===== src/rtl/hbc_pkg.sv =====
package hbc_pkg;
  typedef enum logic [1:0] {
    DRV_OFF   = 2'd0,
    DRV_CLOSE = 2'd1,
    DRV_OPEN  = 2'd2
  } drive_t;
endpackage


===== src/rtl/hbc_carrier_gen.sv =====
module hbc_carrier_gen #(
  parameter int HALF_CYC = 625
) (
  input  logic clk,
  input  logic rst_n,
  input  logic run,
  output logic carrier
);
  localparam int CW = (HALF_CYC > 1) ? $clog2(HALF_CYC) : 1;
  localparam logic [CW-1:0] LAST = CW'(HALF_CYC - 1);

  logic [CW-1:0] cnt;

  always_ff @(posedge clk) begin
    if (!rst_n || !run) begin
      cnt     <= '0;
      carrier <= 1'b0;
    end else if (cnt == LAST) begin
      cnt     <= '0;
      carrier <= ~carrier;
    end else begin
      cnt <= cnt + 1'b1;
    end
  end
endmodule


===== src/rtl/hbc_dir_select.sv =====
module hbc_dir_select
  import hbc_pkg::*;
(
  input  logic   close_n,
  input  logic   open_n,
  input  logic   txd,
  input  logic   carrier,
  output logic   keying,
  output drive_t target
);
  logic both;
  assign both   = !close_n && !open_n;
  assign keying = both && !txd;

  always_comb begin
    if (both) begin
      if (txd)          target = DRV_OFF;
      else if (carrier) target = DRV_OPEN;
      else              target = DRV_CLOSE;
    end else if (!close_n) begin
      target = DRV_CLOSE;
    end else if (!open_n) begin
      target = DRV_OPEN;
    end else begin
      target = DRV_OFF;
    end
  end
endmodule


===== src/rtl/hbc_deadtime.sv =====
module hbc_deadtime
  import hbc_pkg::*;
#(
  parameter int DEAD_CYC = 4
) (
  input  logic   clk,
  input  logic   rst_n,
  input  drive_t target,
  output drive_t applied
);
  localparam int DW = $clog2(DEAD_CYC + 1) + 1;
  localparam logic [DW-1:0] DLOAD = DW'(DEAD_CYC);

  logic [DW-1:0] gap;

  always_ff @(posedge clk) begin
    if (!rst_n) begin
      applied <= DRV_OFF;
      gap     <= '0;
    end else if (target != applied) begin
      if (applied != DRV_OFF) begin
        applied <= DRV_OFF;
        gap     <= DLOAD;
      end else if (gap != '0) begin
        gap <= gap - 1'b1;
      end else begin
        applied <= target;
      end
    end else if (gap != '0) begin
      gap <= gap - 1'b1;
    end
  end
endmodule


===== src/rtl/hbc_gate_decode.sv =====
module hbc_gate_decode
  import hbc_pkg::*;
(
  input  drive_t applied,
  output logic   hi_left,
  output logic   lo_left,
  output logic   hi_right,
  output logic   lo_right
);
  logic pair_c, pair_o;
  assign pair_c   = (applied == DRV_CLOSE);
  assign pair_o   = (applied == DRV_OPEN);
  assign hi_left  = pair_c;
  assign lo_right = pair_c;
  assign hi_right = pair_o;
  assign lo_left  = pair_o;
endmodule


===== src/rtl/hbridge_carrier_sel.sv =====
module hbridge_carrier_sel
  import hbc_pkg::*;
#(
  parameter int CLK_HZ     = 125_000_000,
  parameter int CARRIER_HZ = 100_000,
  parameter int DEAD_CYC   = 4
) (
  input  logic clk,
  input  logic rst_n,
  input  logic close_n,
  input  logic open_n,
  input  logic txd,
  input  logic dbl_req,
  output logic gate_hi_left,
  output logic gate_lo_left,
  output logic gate_hi_right,
  output logic gate_lo_right,
  output logic boost_en
);
  localparam int HALF_CYC = CLK_HZ / (2 * CARRIER_HZ);

  logic   keying, carrier;
  drive_t target, applied;

  hbc_carrier_gen #(.HALF_CYC(HALF_CYC)) u_car (
    .clk(clk), .rst_n(rst_n), .run(keying), .carrier(carrier)
  );

  hbc_dir_select u_sel (
    .close_n(close_n), .open_n(open_n), .txd(txd), .carrier(carrier),
    .keying(keying), .target(target)
  );

  hbc_deadtime #(.DEAD_CYC(DEAD_CYC)) u_dead (
    .clk(clk), .rst_n(rst_n), .target(target), .applied(applied)
  );

  hbc_gate_decode u_dec (
    .applied(applied),
    .hi_left(gate_hi_left), .lo_left(gate_lo_left),
    .hi_right(gate_hi_right), .lo_right(gate_lo_right)
  );

  always_ff @(posedge clk) begin
    if (!rst_n) boost_en <= 1'b0;
    else        boost_en <= dbl_req;
  end
endmodule


===== config.mk =====
export PLATFORM = sky130hd
export DESIGN_NAME = hbridge_carrier_sel
export DESIGN_NICKNAME = d
export VERILOG_FILES = /design/src/rtl/hbc_pkg.sv /design/src/rtl/hbc_carrier_gen.sv /design/src/rtl/hbc_dir_select.sv /design/src/rtl/hbc_deadtime.sv /design/src/rtl/hbc_gate_decode.sv /design/src/rtl/hbridge_carrier_sel.sv
export SDC_FILE = /design/constraint.sdc
export NUM_CORES = 1
export LEC_CHECK = 0
export BUFFER_PORTS_ARGS = -buffer_cell sky130_fd_sc_hd__buf_4
export CAP_MARGIN = 10
export CORE_MARGIN = 2
export CORE_UTILIZATION = 50
export DETAILED_ROUTE_END_ITERATION = 10
export GPL_TIMING_DRIVEN = 1
export PLACE_DENSITY_LB_ADDON = 0.2
export REMOVE_ABC_BUFFERS = 1
export SETUP_SLACK_MARGIN = 0.4
export SYNTH_ARGS = -nofsm -noshare
export SYNTH_HDL_FRONTEND = slang
export SYNTH_SLANG_ARGS = --single-unit

===== constraint.sdc =====
create_clock -name clk -period 1.89 [get_ports clk]
set_input_delay 0.189 -clock clk [delete_from_list [all_inputs] [get_ports clk]]
set_output_delay 0.189 -clock clk [all_outputs]
set_load 0.02 [all_outputs]

==> flow_summary_export.csv <==
group,metric,value,unit
flow_run,max_cap_violations,0,
logic_synthesis,ys_ff_latch,18,
timing,report.final.setup_viol,0,
clock_tree,tritoncts,"done",
floorplanning,dieHeight,46.89,um
worst_hold_path,worstHoldPathCells,2,
worst_hold_path,hp-start,"dbl_req",
critical_path,worst-path-buf-inv,0,
timing,slew_headroom,76.39,%
timing,report.final.hold_viol_count,0,
logic_synthesis,syn-cell-area,919.6,um2
timing,post-route-period-util,76.15,%
clock_tree,number_of_buffers_added_by_the_clock_tree_synthesis_step,3,
critical_path,crit_path_cell_trace,"or3b_4, or4_1, a21boi_1",
route,final_antenna_net_count,0,
floorplanning,placeable_area,1727,um2
critical_path,path_delay_family,"simple AND/OR/NAND/NOR gates",
clock_tree,clk_path_buf_depth,2,
worst_hold_path,whs_endpoint,"boost_en",
placement,place.detailed.instances,135,
logic_synthesis,synth_fa_ha_area_share,4.082,%
timing,fin_skew,0.0006359,ns
global_routing,busiest_layer,"met2",
placement,io_buffers,10,
logic_synthesis,synth.mux.area_fraction,1.088,%
global_routing,grt_start_max_net_pins,11,
critical_path,timing.reg2reg.worst_path_depth,3,
worst_hold_path,min_delay_worst_type,"in -> reg",
timing,report.final.slew_viol_count,0,
global_routing,grt.met2_usage,31.78,%
global_routing,global_route.overflow_total,0,
logic_synthesis,yosys_cell_types,39,
floorplanning,width_of_the_die,46.89,um
final_layout,final_standard_cell_count_with_taps_included_and_fillers_excluded,140,
route,dr_total_vias,788,
critical_path,crit-reg2reg-launch,"u_car.cnt[7]",
logic_synthesis,synthSimpleGateAreaFrac,26.39,%
critical_path,critical-path-max-stage-delay,0.48,ns
floorplanning,die_outline_area,2198,um2
global_routing,grt.met1_usage,21.13,%
final_layout,synthToLayoutAreaGrowth,15.78,%
final_layout,antenna-diode-count,0,
critical_path,worstReg2RegEnd,"u_car.carrier",
logic_synthesis,synth.yosys.warnings,0,
logic_synthesis,syn_inst,104,
clock_tree,clkTransAtPathRegs,0.09,ns
power_and_ir_drop,total_leakage_power,0.3621,nW
timing,grt_setup_unrepaired,"yes",
global_routing,antenna_violations_before_repair,0,
floorplanning,io-pin-count,11,
logic_synthesis,largest_family_of_logic_cells_by_synthesized_area,"simple AND/OR/NAND/NOR gates",
route,routed_wire_length_per_instance,12.63,um
global_routing,wire_length_of_the_first_global_routing_pass,2884,um
clock_tree,htree_levels,1,
route,vias_per_inst,5.629,
floorplanning,floorplan.rows,15,
logic_synthesis,sequential_fraction_of_the_synthesis_area,39.18,%
global_routing,first_global_vias,719,
final_layout,layout-drive-gt1-share,20.00,%
placement,dp_hpwl,1299,um
critical_path,r2r_slack,0.45,ns
timing,tns,0,ns
critical_path,critical_path_class,"reg -> reg",
timing,peak_freq,694.8,MHz
route,detail_route.first_pass.iterations,4,
critical_path,critPathCaptureType,"flip-flop",
logic_synthesis,post_synth_xor_area_fraction,3.810,%
timing,layout_min_cycle_time,1.439,ns
clock_tree,numClockSinks,18,
logic_synthesis,synth_enable_flop_cells,0,
final_layout,postLayoutCoreUtil,61.67,%
critical_path,critical_path_at,1.67,ns
final_layout,nNetsFinal,126,
critical_path,worstSetupStartpointType,"flip-flop",
global_routing,grt_use_total,18.57,%
critical_path,cp.required,2.12,ns
timing,tightest_slew,0.3533,ns
logic_synthesis,synth.avg_cell_area,8.843,um2
route,drt_first_iter_violations,14,
logic_synthesis,synth_ff_type,"sky130_fd_sc_hd__dfxtp_1",
route,drc,0,
global_routing,gr-usage-met3,2.692,%
floorplanning,initial_core_util,53.26,%
placement,gp_congestion,0.7988,
route,drt_wl_total,1768,um
clock_tree,cts_root_buf,"sky130_fd_sc_hd__clkbuf_4",
logic_synthesis,synth_compound_area_share,19.73,%
critical_path,crit_path_top_delay_cell,"sky130_fd_sc_hd__or4_1",
outcome,outcome,"completed",
power_and_ir_drop,power_density,900.8,nW/um2
clock_tree,clk-insertion-delay-late,0.29,ns
power_and_ir_drop,vdd_ir_drop_max,0.0004162,V
critical_path,timing.critical_path.fanout_max,5,
logic_synthesis,asyncSetResetFlopFracSynth,0,%
[power breakdown]
group          internal, mW  leakage (nW)  switching (mW)
combinational         0.161         0.200           0.155
clock                0.0741        0.0138           0.106
sequential            0.419         0.148          0.0443
total                 0.654         0.362           0.305
[timing repair]
item                       in CTS  in global routing
setup buffers                   0                  2
setup endpoints to repair       0                 15
hold buffers                    0                  0
gates resized for setup         0                  5
[logic make-up after synthesis]
family	count (synthesis)
xor+xnor	4
fa+ha+maj	3
flops	18
buf+inv	12
simple gates	40
mux	1
compound gates	26
[Yosys cell counts, types with 2 or more instances]
cell type	number	area (um2)
sky130_fd_sc_hd__xor2_1	2	17.52
sky130_fd_sc_hd__nand4_1	2	12.51
sky130_fd_sc_hd__nand2b_1	2	12.51
sky130_fd_sc_hd__or4_1	3	22.52
sky130_fd_sc_hd__o21ai_0	4	20.02
sky130_fd_sc_hd__inv_1	8	30.03
sky130_fd_sc_hd__ha_1	3	37.54
sky130_fd_sc_hd__buf_4	2	15.01
sky130_fd_sc_hd__nand2_1	4	15.01
sky130_fd_sc_hd__a211oi_1	3	22.52
sky130_fd_sc_hd__nor2_1	9	33.78
sky130_fd_sc_hd__nor3_1	2	10.01
sky130_fd_sc_hd__dfxtp_1	18	360.4
sky130_fd_sc_hd__nor2b_1	2	12.51
sky130_fd_sc_hd__clkbuf_1	2	7.510
sky130_fd_sc_hd__nand3_1	4	20.02
sky130_fd_sc_hd__or3_1	3	18.77
sky130_fd_sc_hd__xnor2_1	2	17.52
sky130_fd_sc_hd__o31ai_1	3	22.52
sky130_fd_sc_hd__o21ai_1	2	10.01
sky130_fd_sc_hd__a21oi_1	6	30.03
[metal layers]
metal / up-vias / share of wire (%)
li1: 400 / -
met1: 368 / 44
met2: 14 / 51
met3: 6 / 2.8
met4: 0 / 2.4
met5: - / 0
[flip-flops by register name, summed over array words and instances, names as in the netlist]
| signal | count |
|---|---|
| u_dead.applied | 2 |
| u_car.carrier | 1 |
| boost_en | 1 |
| u_dead.gap | 4 |
| u_car.cnt | 10 |
[placed cells by master, fill, tap and decap left out, types with 4 or more instances in the layout]
cell and n:
sky130_fd_sc_hd__a21oi_1 6, sky130_fd_sc_hd__buf_4 11, sky130_fd_sc_hd__dfxtp_1 14, sky130_fd_sc_hd__dfxtp_2 4
sky130_fd_sc_hd__inv_1 8, sky130_fd_sc_hd__nand2_1 4, sky130_fd_sc_hd__nand3_1 4, sky130_fd_sc_hd__nor2_1 9
sky130_fd_sc_hd__o21ai_0 4
[area by class of cell]
| cell class | count | area (um2) |
|---|---|---|
| Tap cell | 25 | 31.28 |
| Clock buffer | 3 | 22.52 |
| Sequential cell | 18 | 365.4 |
| Timing Repair Buffer | 12 | 102.6 |
| Multi-Input combinational cell | 74 | 513.0 |
| Inverter | 8 | 30.03 |
| Fill cell | 165 | 661.9 |
[worst register-to-register path: stages (launching register included)]
cell	delay (ns)
sky130_fd_sc_hd__dfxtp_2	0.36
sky130_fd_sc_hd__or3b_4	0.42
sky130_fd_sc_hd__or4_1	0.48
sky130_fd_sc_hd__a21boi_1	0.13
[per-stage QoR]
| stage | power (mW) | area (um2) | hold slack [ns] | setup WS, ns |
|---|---|---|---|---|
| finish | 0.9592 | 1065 | 0.1082 | 0.4507 |
| global route | 1.019 | 1065 | 0.1084 | 0.3855 |
| CTS | 0.9533 | 1026 | 0.09772 | 0.4170 |
| detailed placement | 0.7693 | 1003 | 0.4049 | 0.4295 |
| global placement | 0.7469 | 1003 | 0.3954 | 0.4608 |
| floorplan | 0.6781 | 897.1 | 0.2677 | 0.5272 |
[how the worst max path moves through the flow]
stage	cells past startpoint	endpoint	slack (ns)	startpoint
2_1_floorplan	5	u_car.carrier	0.53	u_car.cnt[0]
3_3_place_gp	5	u_car.carrier	0.46	u_car.cnt[0]
3_5_place_dp	5	u_car.cnt[4]	0.43	u_car.cnt[0]
4_1_cts	5	u_car.cnt[4]	0.42	u_car.cnt[0]
5_1_grt	3	u_car.carrier	0.39	u_car.cnt[7]
6_report	3	u_car.carrier	0.45	u_car.cnt[7]
No activity file was read; power rests on OpenSTA's default activity.
